**src/rtl/fsg_pkg.sv**
```systemverilog
package fsg_pkg;

    localparam int unsigned PHASE_W = 32;

    typedef logic [PHASE_W-1:0] phase_t;

    // registered outputs of the top level
    typedef struct packed {
        logic psg_en;
        logic bclk_en;
    } strobe_state_t;

    // rounded phase step for a target rate: round(f_out * 2^w / f_clk)
    function automatic longint unsigned step_for(input longint unsigned f_out,
                                                 input longint unsigned f_clk,
                                                 input int unsigned     w);
        longint unsigned num;
        num = (f_out << w) + (f_clk >> 1);
        return num / f_clk;
    endfunction

endpackage

```
**src/rtl/fsg_phase_acc.sv**
```systemverilog
module fsg_phase_acc #(
    parameter int unsigned ACC_W = 32
) (
    input  logic             clk_i,
    input  logic             rst_i,
    input  logic [ACC_W-1:0] step_i,
    output logic             wrap_o
);

    typedef struct packed {
        logic [ACC_W-1:0] acc;
    } acc_state_t;

    acc_state_t     st_d, st_q;
    logic [ACC_W:0] sum;

    always_comb begin
        sum    = {1'b0, st_q.acc} + {1'b0, step_i};
        st_d   = st_q;
        wrap_o = sum[ACC_W];
        if (rst_i) begin
            st_d.acc = '0;
        end else begin
            st_d.acc = sum[ACC_W-1:0];
        end
    end

    always_ff @(posedge clk_i) begin
        st_q <= st_d;
    end

    // a step below half the range never wraps on two edges in a row
    assert_wrap_single_R1: assert property (@(posedge clk_i) disable iff (rst_i)
        wrap_o |=> !wrap_o);

endmodule

```
**src/rtl/fsg_rise_det.sv**
```systemverilog
module fsg_rise_det (
    input  logic clk_i,
    input  logic rst_i,
    input  logic level_i,
    output logic rise_o
);

    typedef struct packed {
        logic level;
    } det_state_t;

    det_state_t st_d, st_q;

    always_comb begin
        st_d       = st_q;
        st_d.level = rst_i ? 1'b0 : level_i;
        rise_o     = level_i & ~st_q.level;
    end

    always_ff @(posedge clk_i) begin
        st_q <= st_d;
    end

    // one access start yields one detection cycle only
    assert_rise_single_R6: assert property (@(posedge clk_i) disable iff (rst_i)
        rise_o |=> !rise_o);

endmodule

```
**src/rtl/fracstrobe_gen.sv**
```systemverilog
module fracstrobe_gen #(
    parameter longint unsigned CLK_HZ    = 100_000_000,
    parameter longint unsigned PSG_HZ    = 1_780_000,
    parameter longint unsigned BCLK48_HZ = 1_536_000,
    parameter longint unsigned BCLK44_HZ = 1_411_200,
    parameter int unsigned     ACC_W     = fsg_pkg::PHASE_W
) (
    input  logic clk_i,
    input  logic rst_i,
    input  logic rate_sel_i,
    input  logic host_access_i,
    output logic psg_en_o,
    output logic bclk_en_o
);

    import fsg_pkg::*;

    localparam int unsigned NUM_CH  = 2;
    localparam int unsigned CH_PSG  = 0;
    localparam int unsigned CH_BCLK = 1;

    localparam logic [ACC_W-1:0] STEP_PSG  = ACC_W'(step_for(PSG_HZ,    CLK_HZ, ACC_W));
    localparam logic [ACC_W-1:0] STEP_B48  = ACC_W'(step_for(BCLK48_HZ, CLK_HZ, ACC_W));
    localparam logic [ACC_W-1:0] STEP_B44  = ACC_W'(step_for(BCLK44_HZ, CLK_HZ, ACC_W));

    logic [ACC_W-1:0] ch_step [NUM_CH];
    logic [NUM_CH-1:0] ch_wrap;
    logic              host_rise;

    strobe_state_t st_d, st_q;

    assign ch_step[CH_PSG]  = STEP_PSG;
    assign ch_step[CH_BCLK] = rate_sel_i ? STEP_B44 : STEP_B48;

    for (genvar ch = 0; ch < NUM_CH; ch++) begin : g_chan
        fsg_phase_acc #(
            .ACC_W (ACC_W)
        ) u_acc (
            .clk_i  (clk_i),
            .rst_i  (rst_i),
            .step_i (ch_step[ch]),
            .wrap_o (ch_wrap[ch])
        );
    end

    fsg_rise_det u_host (
        .clk_i   (clk_i),
        .rst_i   (rst_i),
        .level_i (host_access_i),
        .rise_o  (host_rise)
    );

    always_comb begin
        st_d         = st_q;
        st_d.psg_en  = !rst_i && (ch_wrap[CH_PSG] || host_rise);
        st_d.bclk_en = !rst_i && ch_wrap[CH_BCLK];
    end

    always_ff @(posedge clk_i) begin
        st_q <= st_d;
    end

    assign psg_en_o  = st_q.psg_en;
    assign bclk_en_o = st_q.bclk_en;

    assert_quiet_in_reset_R8: assert property (@(posedge clk_i)
        rst_i |=> (!psg_en_o && !bclk_en_o));

    assert_host_pulse_R6: assert property (@(posedge clk_i) disable iff (rst_i)
        $rose(host_access_i) |=> psg_en_o);

    assert_bclk_single_R1: assert property (@(posedge clk_i) disable iff (rst_i)
        bclk_en_o |=> !bclk_en_o);

endmodule

```
**config.mk**
```make
export PLATFORM = sky130hd
export DESIGN_NAME = fracstrobe_gen
export DESIGN_NICKNAME = d
export VERILOG_FILES = /design/src/rtl/fsg_pkg.sv /design/src/rtl/fsg_phase_acc.sv /design/src/rtl/fsg_rise_det.sv /design/src/rtl/fracstrobe_gen.sv
export SDC_FILE = /design/constraint.sdc
export NUM_CORES = 1
export LEC_CHECK = 0
export CAP_MARGIN = 20
export CORE_ASPECT_RATIO = 1.1
export CORE_UTILIZATION = 55
export DETAILED_ROUTE_END_ITERATION = 10
export GPL_TIMING_DRIVEN = 1
export PLACE_DENSITY = 0.71
export SYNTH_ARGS = -nofsm -noshare
export SYNTH_HDL_FRONTEND = slang
export SYNTH_SLANG_ARGS = --single-unit
```
**constraint.sdc**
```tcl
create_clock -name clk_i -period 2.36 [get_ports clk_i]
set_input_delay 0.354 -clock clk_i [delete_from_list [all_inputs] [get_ports clk_i]]
set_output_delay 0.354 -clock clk_i [all_outputs]
set_load 0.01 [all_outputs]
```
==> results of run 1 <==
[what timing repair did]
item / in CTS / in global routing
resized for setup: 8 / 0
setup endpoints to repair: 5 / 0
hold endpoints to repair: 0 / 0
setup buffers: 1 / 0
[cells in the final DEF (no fill, tap or decap), types with 8 or more instances in the layout]
cell type | Yosys | layout
a211oi_1 | 10 | 10
nor3_1 | 10 | 10
xor2_1 | 13 | 13
a21oi_1 | 28 | 28
dfxtp_1 | 65 | 65
xnor2_1 | 13 | 13
nor2_1 | 54 | 54
and3_1 | 9 | 9
nand3_1 | 13 | 13
nor2b_1 | 15 | 15
nand4_1 | 10 | 10
ha_1 | 13 | 13
a21o_1 | 8 | 8
buf_4 | 1 | 54
nor4_1 | 8 | 8
nand2_1 | 24 | 24
clkbuf_8 | 0 | 9
[layer usage]
layer / part of all wire (%) / vias up / GRT usage (%)
met5: 0 / - / 0
met2: 48 / 44 / 40.8
met4: 1.4 / 0 / 8.28
met1: 48 / 1630 / 32.4
met3: 2.6 / 12 / 4.59
li1: - / 1739 / -
[worst paths after layout]
path | slack, ns | depth (start not counted) | endpoint | startpoint
setup reg to reg | 0.26 | 7 | g_chan[1].u_acc.st_q[30] | g_chan[1].u_acc.st_q[14]
setup / recovery | 0.13 | 9 | g_chan[1].u_acc.st_q[30] | rate_sel_i
hold / removal | 0.39 | 2 | g_chan[1].u_acc.st_q[11] | rst_i
hold reg to reg | 0.47 | 1 | g_chan[1].u_acc.st_q[1] | g_chan[1].u_acc.st_q[1]
[power groups by stage]
stage               clock network (mW)  registers, mW  logic [mW]
finish                            1.17           1.53        1.77
CTS                               1.20           1.52        1.75
global route                      1.24           1.56        1.94
floorplan                            0           1.48        1.10
detailed placement                   0           1.55        1.68
global placement                     0           1.54        1.65
[sequential cells by signal (all words and copies together) (netlist names)]
register and count:
bclk_en_o 1, g_chan.u_acc.st_q 62, psg_en_o 1, u_host.st_q 1
[cell families after synthesis]
group / share of synthesized area (%)
flip-flops: 34.0
adder cells (fa/ha/maj): 4.26
AND/OR/NAND/NOR: 23.6
buffers and inverters: 3.24
multiplexers: 3.73
XOR/XNOR: 5.96
AO/OA/AOI/OAI: 25.1
[final cells by class]
type                       instances  share of cell area [%]
clock buffer                      10                    2.79
clock inverter                     6                    2.51
inverter                           9                   0.738
multi-input combinational        344                    53.0
sequential                        65                    28.4
tap                               82                    2.24
timing repair buffer              61                    10.3
==> flow_summary_export.csv, run 1 <==
group,metric,value,unit
run_status,status,"finished, final reports clean",
setup_path,crit_chain,"dlygate4sd2_1, buf_6, ha_1, a211o_1, a311oi_2, a21oi_4, buf_4, a221oi_1, o311ai_1",
flow_run,cap_violations,0,
drt,num_vias,3425,
global_routing,grt_pass1_vias,3060,
drt,routed_via_density,5.94,
clocking,hold_buffers,0,
layout,fin_cells,577,
drt,dr.pass1.iters,7,
synth,synth-main-ff-cell,"dfxtp_1",
synth,postSynthAreaPerCell,8.77,um^2
setup_path,crit_arrival,2.44,ns
timing,worstMarginPinSlew,0.539,ns
setup_path,critPathSlowestCell,"a311oi_2",
timing,finClkSkew,0.0127,ns
synth,yosysMostFrequentCell,"dfxtp_1",
synth,synth-edff-count,0,
synth,synth_nets,453,
layout,fill_cells,539,
synth,synth_cell_types,70,
floorplanning,coreArea,6630,um^2
synth,yosys_warnings,0,
drt,ant_nets,0,
power,p_seq_share,34.2,%
power,pwr-share-clk,26.2,%
synth,synthTopCellsByArea,"dfxtp_1 34%, nor2_1 5.3%, ha_1 4.3%, a21oi_1 3.7%, xnor2_1 3.0%",
drt,wl_per_cell,14.8,um
placement,gp_congestion,0.846,
layout,nets,507,
clocking,clock-sinks,65,
power,power.density,977,nW/um^2
clocking,max-clock-path-buffers,2,
timing,max_clock_freq,0.448,GHz
floorplanning,die_w,81.5,um
floorplanning,placementRows,31,
layout,multiInputGateArea,2430,um^2
setup_path,critPathCaptureType,"flop",
layout,antennaDiodeCount,0,
floorplanning,die_y,89.4,um
layout,layout-drive-gt1-share,21.0,%
layout,fin_util,69.0,%
global_routing,grt-ovfl-total,0,
power,finalPower,4.47,mW
setup_path,startpoint_type,"primary input",
hold_path,hp-class,"primary input to flop",
clocking,cts_max_level,3,
power,p_int,2.90,mW
power,p_sw,1.57,mW
global_routing,grt_max_degree,37,
global_routing,track_usage,24.8,%
synth,yosysTopAreaCell,"dfxtp_1",
drt,drcViolationCount,0,
placement,place_area,4290,um^2
timing,setup_viol,0,
clocking,cts_made_buffers,9,
placement,io_buffer_count,5,
power,swShare,35.1,%
placement,dp_hpwl,5970,um
floorplanning,io_pins,6,
setup_path,cp_slowest_stage_delay,0.37,ns
synth,seq_area_frac_synth,34.0,%
synth,netlist_area,3820,um^2
setup_path,worstPathMaxFanout,8,
drt,wl,8550,um
timing,hold_violations,0,
global_routing,grt_pass1_wl,13900,um
layout,area_delta_synth_final,19.8,%
clocking,path_clk_slew,0.08,ns
synth,synth_cells,436,
drt,drtIter0Drc,185,
placement,place_inst,560,
timing,tns,0,ns
timing,setup_slack,0.128,ns
timing,whs,0.394,ns
timing,min_period,2.23,ns
setup_path,path_class,"primary input to flop",
global_routing,antenna_found_initial,0,
power,ir_drop,0.846,mV
floorplanning,die_area,7290,um^2
synth,synth_common_cells,"65 x dfxtp_1, 54 x nor2_1, 28 x a21oi_1, 24 x nand2_1, 15 x nor2b_1",
synth,async_flop_share,0,%
clocking,cts_root_buf,"clkbuf_8",
floorplanning,start_util,57.6,%
clocking,clock_latency,0.35,ns
timing,slew_viol_final,0,
clocking,cts_tree,"built",
timing,rsz0062_at_grt,"no",
setup_path,crit_buf_inv,3,
layout,regArea,1300,um^2
timing,finalCritPeriodShare,94.6,%
power,power_frac_comb,39.6,%
setup_path,required,2.57,ns
placement,place_ws,-0.467,ns
setup_path,cp_top_family,"compound AO/OA/AOI/OAI gates",
synth,ys_seq_elements,65,
power,power_leakage,1.84,nW
timing,maxSlewHeadroom,64.1,%
synth,synth.top_cell.area_share,34.0,%
layout,final_area,4580,um^2
(Power assumes the default switching activity.)
==> run 2, diff against run 1 <==
--- a/config.mk
+++ b/config.mk
@@ -11,6 +11,7 @@
 export DETAILED_ROUTE_END_ITERATION = 10
 export GPL_TIMING_DRIVEN = 1
 export PLACE_DENSITY = 0.71
+export RECOVER_POWER = 100
 export SYNTH_ARGS = -nofsm -noshare
 export SYNTH_HDL_FRONTEND = slang
 export SYNTH_SLANG_ARGS = --single-unit
==> flow_summary_export.csv, run 2 (synthesis results as in run 1) <==
group,metric,value,unit
run_status,status,"finished, violations left",
run_status,violations,"capacitance limit, slew limit",
drt,drcViolationCount,0,
placement,gp_congestion,0.846,
power,p_int,2.87,mW
drt,wl,8560,um
timing,maxSlewHeadroom,-1.31,%
timing,whs,0.469,ns
global_routing,track_usage,24.8,%
timing,tns,0,ns
setup_path,crit_buf_inv,4,
layout,area_delta_synth_final,17.4,%
flow_run,cap_violations,1,
timing,hold_violations,0,
floorplanning,io_pins,6,
timing,min_period,2.24,ns
power,ir_drop,0.831,mV
layout,final_cell_mix,"65 x dfxtp_1, 54 x nor2_1, 45 x buf_4, 29 x a21oi_1, 24 x nand2_1",
drt,dr.pass1.iters,4,
timing,setup_viol,0,
setup_path,startpoint_type,"primary input",
clocking,cts_max_level,3,
clocking,hold_buffers,0,
timing,finalCritPeriodShare,94.7,%
clocking,clock-sinks,65,
global_routing,antenna_found_initial,0,
layout,final_common_cell,"dfxtp_1",
layout,nets,507,
power,power_leakage,1.82,nW
power,power_frac_comb,39.0,%
clocking,cts_root_buf,"clkbuf_8",
drt,ant_nets,0,
power,swShare,35.0,%
setup_path,cp_slowest_stage_delay,0.34,ns
timing,rsz0062_at_grt,"no",
timing,slew_viol_final,37,
clocking,cts_tree,"built",
drt,routed_via_density,5.97,
setup_path,critPathSlowestCell,"a21oi_2",
floorplanning,die_w,81.5,um
setup_path,cp_top_family,"compound AO/OA/AOI/OAI gates",
drt,num_vias,3442,
layout,fin_util,67.7,%
layout,largest_register,"g_chan.u_acc.st_q",
setup_path,crit_arrival,2.42,ns
timing,max_clock_freq,0.447,GHz
timing,worstMarginPinSlew,1.52,ns
power,power.density,984,nW/um^2
clocking,path_clk_slew,0.08,ns
setup_path,path_class,"primary input to flop",
layout,antennaDiodeCount,0,
placement,dp_hpwl,5970,um
global_routing,grt-ovfl-total,0,
setup_path,critPathCaptureType,"flop",
floorplanning,placementRows,31,
power,p_seq_share,34.5,%
timing,finClkSkew,0.0115,ns
global_routing,grt_pass1_wl,13900,um
setup_path,crit_chain,"dlygate4sd2_1, inv_1, ha_1, a211o_1, buf_6, buf_4, o2111ai_1, a21oi_2, mux2i_1, o311ai_1",
global_routing,grt_pass1_vias,3060,
power,pwr-share-clk,26.5,%
setup_path,worstPathMaxFanout,7,
placement,io_buffer_count,5,
floorplanning,die_area,7290,um^2
setup_path,required,2.55,ns
layout,layout-drive-gt1-share,18.2,%
clocking,clock_latency,0.34,ns
power,p_sw,1.55,mW
drt,wl_per_cell,14.8,um
floorplanning,start_util,57.6,%
clocking,cts_made_buffers,9,
clocking,max-clock-path-buffers,2,
layout,largest_register_ff_count,62,
floorplanning,coreArea,6630,um^2
global_routing,grt_max_degree,37,
floorplanning,die_y,89.4,um
hold_path,hp-class,"primary input to flop",
drt,drtIter0Drc,166,
[run 2: layer usage]
layer / GRT usage [%] / up-vias / wire length, um
li1: - / 1741 / -
met1: 32.4 / 1632 / 4100
met2: 40.8 / 61 / 4130
met3: 4.59 / 8 / 244
met4: 8.28 / 0 / 90
met5: 0 / - / 0
[run 2: stage by stage]
stage	power (mW)	setup WS (ns)	instance area (um^2)	std cells
after floorplan	2.58	0.211	3820	436
after global placement	3.19	-0.393	4290	560
after detailed placement	3.23	-0.467	4290	560
after CTS	4.47	0.187	4580	577
after global routing	4.68	0.0193	4490	577
final	4.42	0.125	4490	577
[run 2: power by group through the flow]
stage / Sequential (mW) / Combinational [mW] / Clock (mW)
after floorplan: 1.48 / 1.10 / 0
after global placement: 1.54 / 1.65 / 0
after detailed placement: 1.55 / 1.68 / 0
after CTS: 1.52 / 1.75 / 1.20
after global routing: 1.55 / 1.89 / 1.24
final: 1.52 / 1.72 / 1.17
[run 2: final cells by class]
type	count	area, um^2
Sequential cell	65	1300
Clock inverter	6	115
Fill cell	554	2140
Tap cell	82	103
Timing Repair Buffer	61	453
Clock buffer	10	128
Multi-Input combinational cell	344	2350
Inverter	9	33.8
[run 2: final timing paths]
| kind | from | end | slack (ns) | cells past startpoint |
|---|---|---|---|---|
| worst max register to register | g_chan[0].u_acc.st_q[3] | g_chan[0].u_acc.st_q[22] | 0.17 | 5 |
| worst min register to register | g_chan[1].u_acc.st_q[1] | g_chan[1].u_acc.st_q[1] | 0.47 | 1 |
| worst min-delay path | rst_i | g_chan[1].u_acc.st_q[11] | 0.47 | 2 |
| worst max-delay path | rate_sel_i | g_chan[1].u_acc.st_q[27] | 0.12 | 10 |
[run 2: repair_timing]
action / in CTS / in global routing
resized for setup: 8 / 0
setup buffers: 1 / 0
setup endpoints to repair: 5 / 0
==> run 3, diff against run 2 <==
--- a/config.mk
+++ b/config.mk
@@ -5,12 +5,11 @@
 export SDC_FILE = /design/constraint.sdc
 export NUM_CORES = 1
 export LEC_CHECK = 0
-export CAP_MARGIN = 20
 export CORE_ASPECT_RATIO = 1.1
 export CORE_UTILIZATION = 55
 export DETAILED_ROUTE_END_ITERATION = 10
 export GPL_TIMING_DRIVEN = 1
-export PLACE_DENSITY = 0.71
+export PLACE_DENSITY_LB_ADDON = 0.3
 export RECOVER_POWER = 100
 export SYNTH_ARGS = -nofsm -noshare
 export SYNTH_HDL_FRONTEND = slang
==> flow_summary_export.csv, run 3 (synthesis results as in run 1) <==
group,metric,value,unit
power,power_leakage,1.87,nW
global_routing,grt-ovfl-total,0,
clocking,hold_buffers,0,
timing,setup_viol,0,
layout,area_delta_synth_final,21.4,%
setup_path,cp_slowest_stage_delay,0.40,ns
drt,dr.pass1.iters,4,
clocking,clock_latency,0.34,ns
floorplanning,die_w,81.5,um
layout,layout-drive-gt1-share,23.3,%
setup_path,timing.rr.start,"g_chan[1].u_acc.st_q[14]",
timing,max_clock_freq,0.468,GHz
clocking,cts_made_buffers,9,
power,power.density,967,nW/um^2
timing,finClkSkew,0.00597,ns
floorplanning,start_util,57.6,%
layout,final_common_cell,"dfxtp_1",
setup_path,r2r_setup_slack,0.23,ns
floorplanning,placementRows,31,
layout,multiInputGateArea,2450,um^2
floorplanning,die_y,89.4,um
setup_path,required,2.58,ns
global_routing,grt_max_degree,60,
placement,place_area,4350,um^2
run_status,status,"finished, final reports clean",
layout,final_area,4640,um^2
timing,slew_viol_final,0,
layout,largest_register,"g_chan.u_acc.st_q",
drt,drcViolationCount,0,
power,finalPower,4.48,mW
drt,ant_nets,0,
setup_path,path_class,"primary input to flop",
setup_path,r2r_end,"g_chan[1].u_acc.st_q[27]",
layout,antennaDiodeCount,0,
hold_path,hp-class,"flop to flop",
global_routing,antenna_found_initial,0,
setup_path,reg2reg_depth,8,
drt,wl_per_cell,15.9,um
floorplanning,coreArea,6630,um^2
setup_path,crit_arrival,2.36,ns
clocking,clock-sinks,65,
layout,regArea,1300,um^2
drt,wl,9330,um
clocking,path_clk_slew,0.07,ns
timing,maxSlewHeadroom,28.9,%
hold_path,worst_hold_path.num_cells,1,
layout,nets,515,
hold_path,min_to,"g_chan[0].u_acc.st_q[1]",
power,ir_drop,0.743,mV
drt,routed_via_density,6.02,
floorplanning,io_pins,6,
drt,num_vias,3522,
setup_path,critPathSlowestCell,"a21oi_2",
clocking,cts_max_level,3,
timing,finalCritPeriodShare,90.5,%
clocking,max-clock-path-buffers,2,
clocking,cts_root_buf,"clkbuf_8",
placement,io_buffer_count,5,
setup_path,worstPathMaxFanout,8,
hold_path,min_from,"g_chan[0].u_acc.st_q[1]",
timing,rsz0062_at_grt,"no",
timing,worstMarginPinSlew,1.07,ns
layout,fill_cells,511,
placement,dp_hpwl,6180,um
layout,final_cell_mix,"65 x dfxtp_1, 55 x buf_4, 54 x nor2_1, 27 x a21oi_1, 22 x nand2_1",
setup_path,crit_chain,"dlymetal6s2s_1, buf_6, ha_1, nand4_1, a211o_1, a21oi_2, a21oi_1, mux2_1",
setup_path,startpoint_type,"primary input",
global_routing,grt_pass1_wl,15100,um
flow_run,cap_violations,0,
drt,drtIter0Drc,271,
clocking,cts_tree,"built",
floorplanning,die_area,7290,um^2
setup_path,critPathCaptureType,"flop",
timing,min_period,2.14,ns
layout,largest_register_ff_count,62,
global_routing,grt_pass1_vias,3339,
global_routing,track_usage,26.9,%
timing,hold_violations,0,
placement,gp_congestion,0.849,
==> run 3: what timing repair did <==
item | 4_1_cts | 5_1_grt
resized for setup | 8 | 21
setup endpoints to repair | 9 | 13
setup buffers | 0 | 3
pin swaps | 3 | 4
==> run 3: worst max path at each step <==
stage                                     endpoint  cells past startpoint                    start  slack (ns)
after detailed placement  g_chan[1].u_acc.st_q[18]                      8               rate_sel_i       -0.44
after global routing      g_chan[1].u_acc.st_q[26]                      6  g_chan[1].u_acc.st_q[4]        0.12
after CTS                 g_chan[1].u_acc.st_q[27]                     10               rate_sel_i       0.001
final                     g_chan[1].u_acc.st_q[26]                      8               rate_sel_i        0.22
after floorplan           g_chan[1].u_acc.st_q[26]                      6               rate_sel_i        0.21
after global placement    g_chan[1].u_acc.st_q[24]                      8               rate_sel_i       -0.34
==> run 3: stage by stage <==
stage / std cells / setup TNS, ns / worst slack (ns) / hold WS (ns) / util (%)
2_1_floorplan: 436 / 0 / 0.211 / 0.429 / -
3_3_place_gp: 566 / -4.70 / -0.342 / 0.446 / 65.6
3_5_place_dp: 566 / -6.19 / -0.441 / 0.455 / 65.6
4_1_cts: 582 / 0 / 0.00148 / 0.415 / 69.2
5_1_grt: 585 / 0 / 0.123 / 0.493 / 69.9
6_report: 585 / 0 / 0.225 / 0.469 / 69.9
==> run 3: cell type report <==
| class | instances | share of cell area (%) |
|---|---|---|
| clock inverter | 6 | 1.40 |
| multi-input combinational | 344 | 52.9 |
| timing repair buffer | 69 | 11.7 |
| sequential | 65 | 28.0 |
| tap | 82 | 2.21 |
| inverter | 9 | 0.728 |
| clock buffer | 10 | 2.97 |
==> run 3: metal layers <==
metal | global-route usage [%] | wire length [um] | up-vias
li1 | - | - | 1744
met1 | 32.8 | 4130 | 1698
met2 | 45.9 | 4740 | 67
met3 | 5.41 | 326 | 13
met4 | 10.9 | 127 | 0
met5 | 0 | 0 | -
==> run 3: worst max-delay path, delay by kind of cell <==
family / cells / cell delay, ns
fa+ha+maj: 1 / 0.33
compound gates: 3 / 0.90
simple gates: 1 / 0.14
buf+inv: 2 / 0.30
mux: 1 / 0.33
==> run 3: power breakdown <==
group / leakage (nW) / switching [mW] / internal (mW)
clock: 0.103 / 0.449 / 0.520
sequential: 0.537 / 0.249 / 1.30
combinational: 1.23 / 0.980 / 0.984
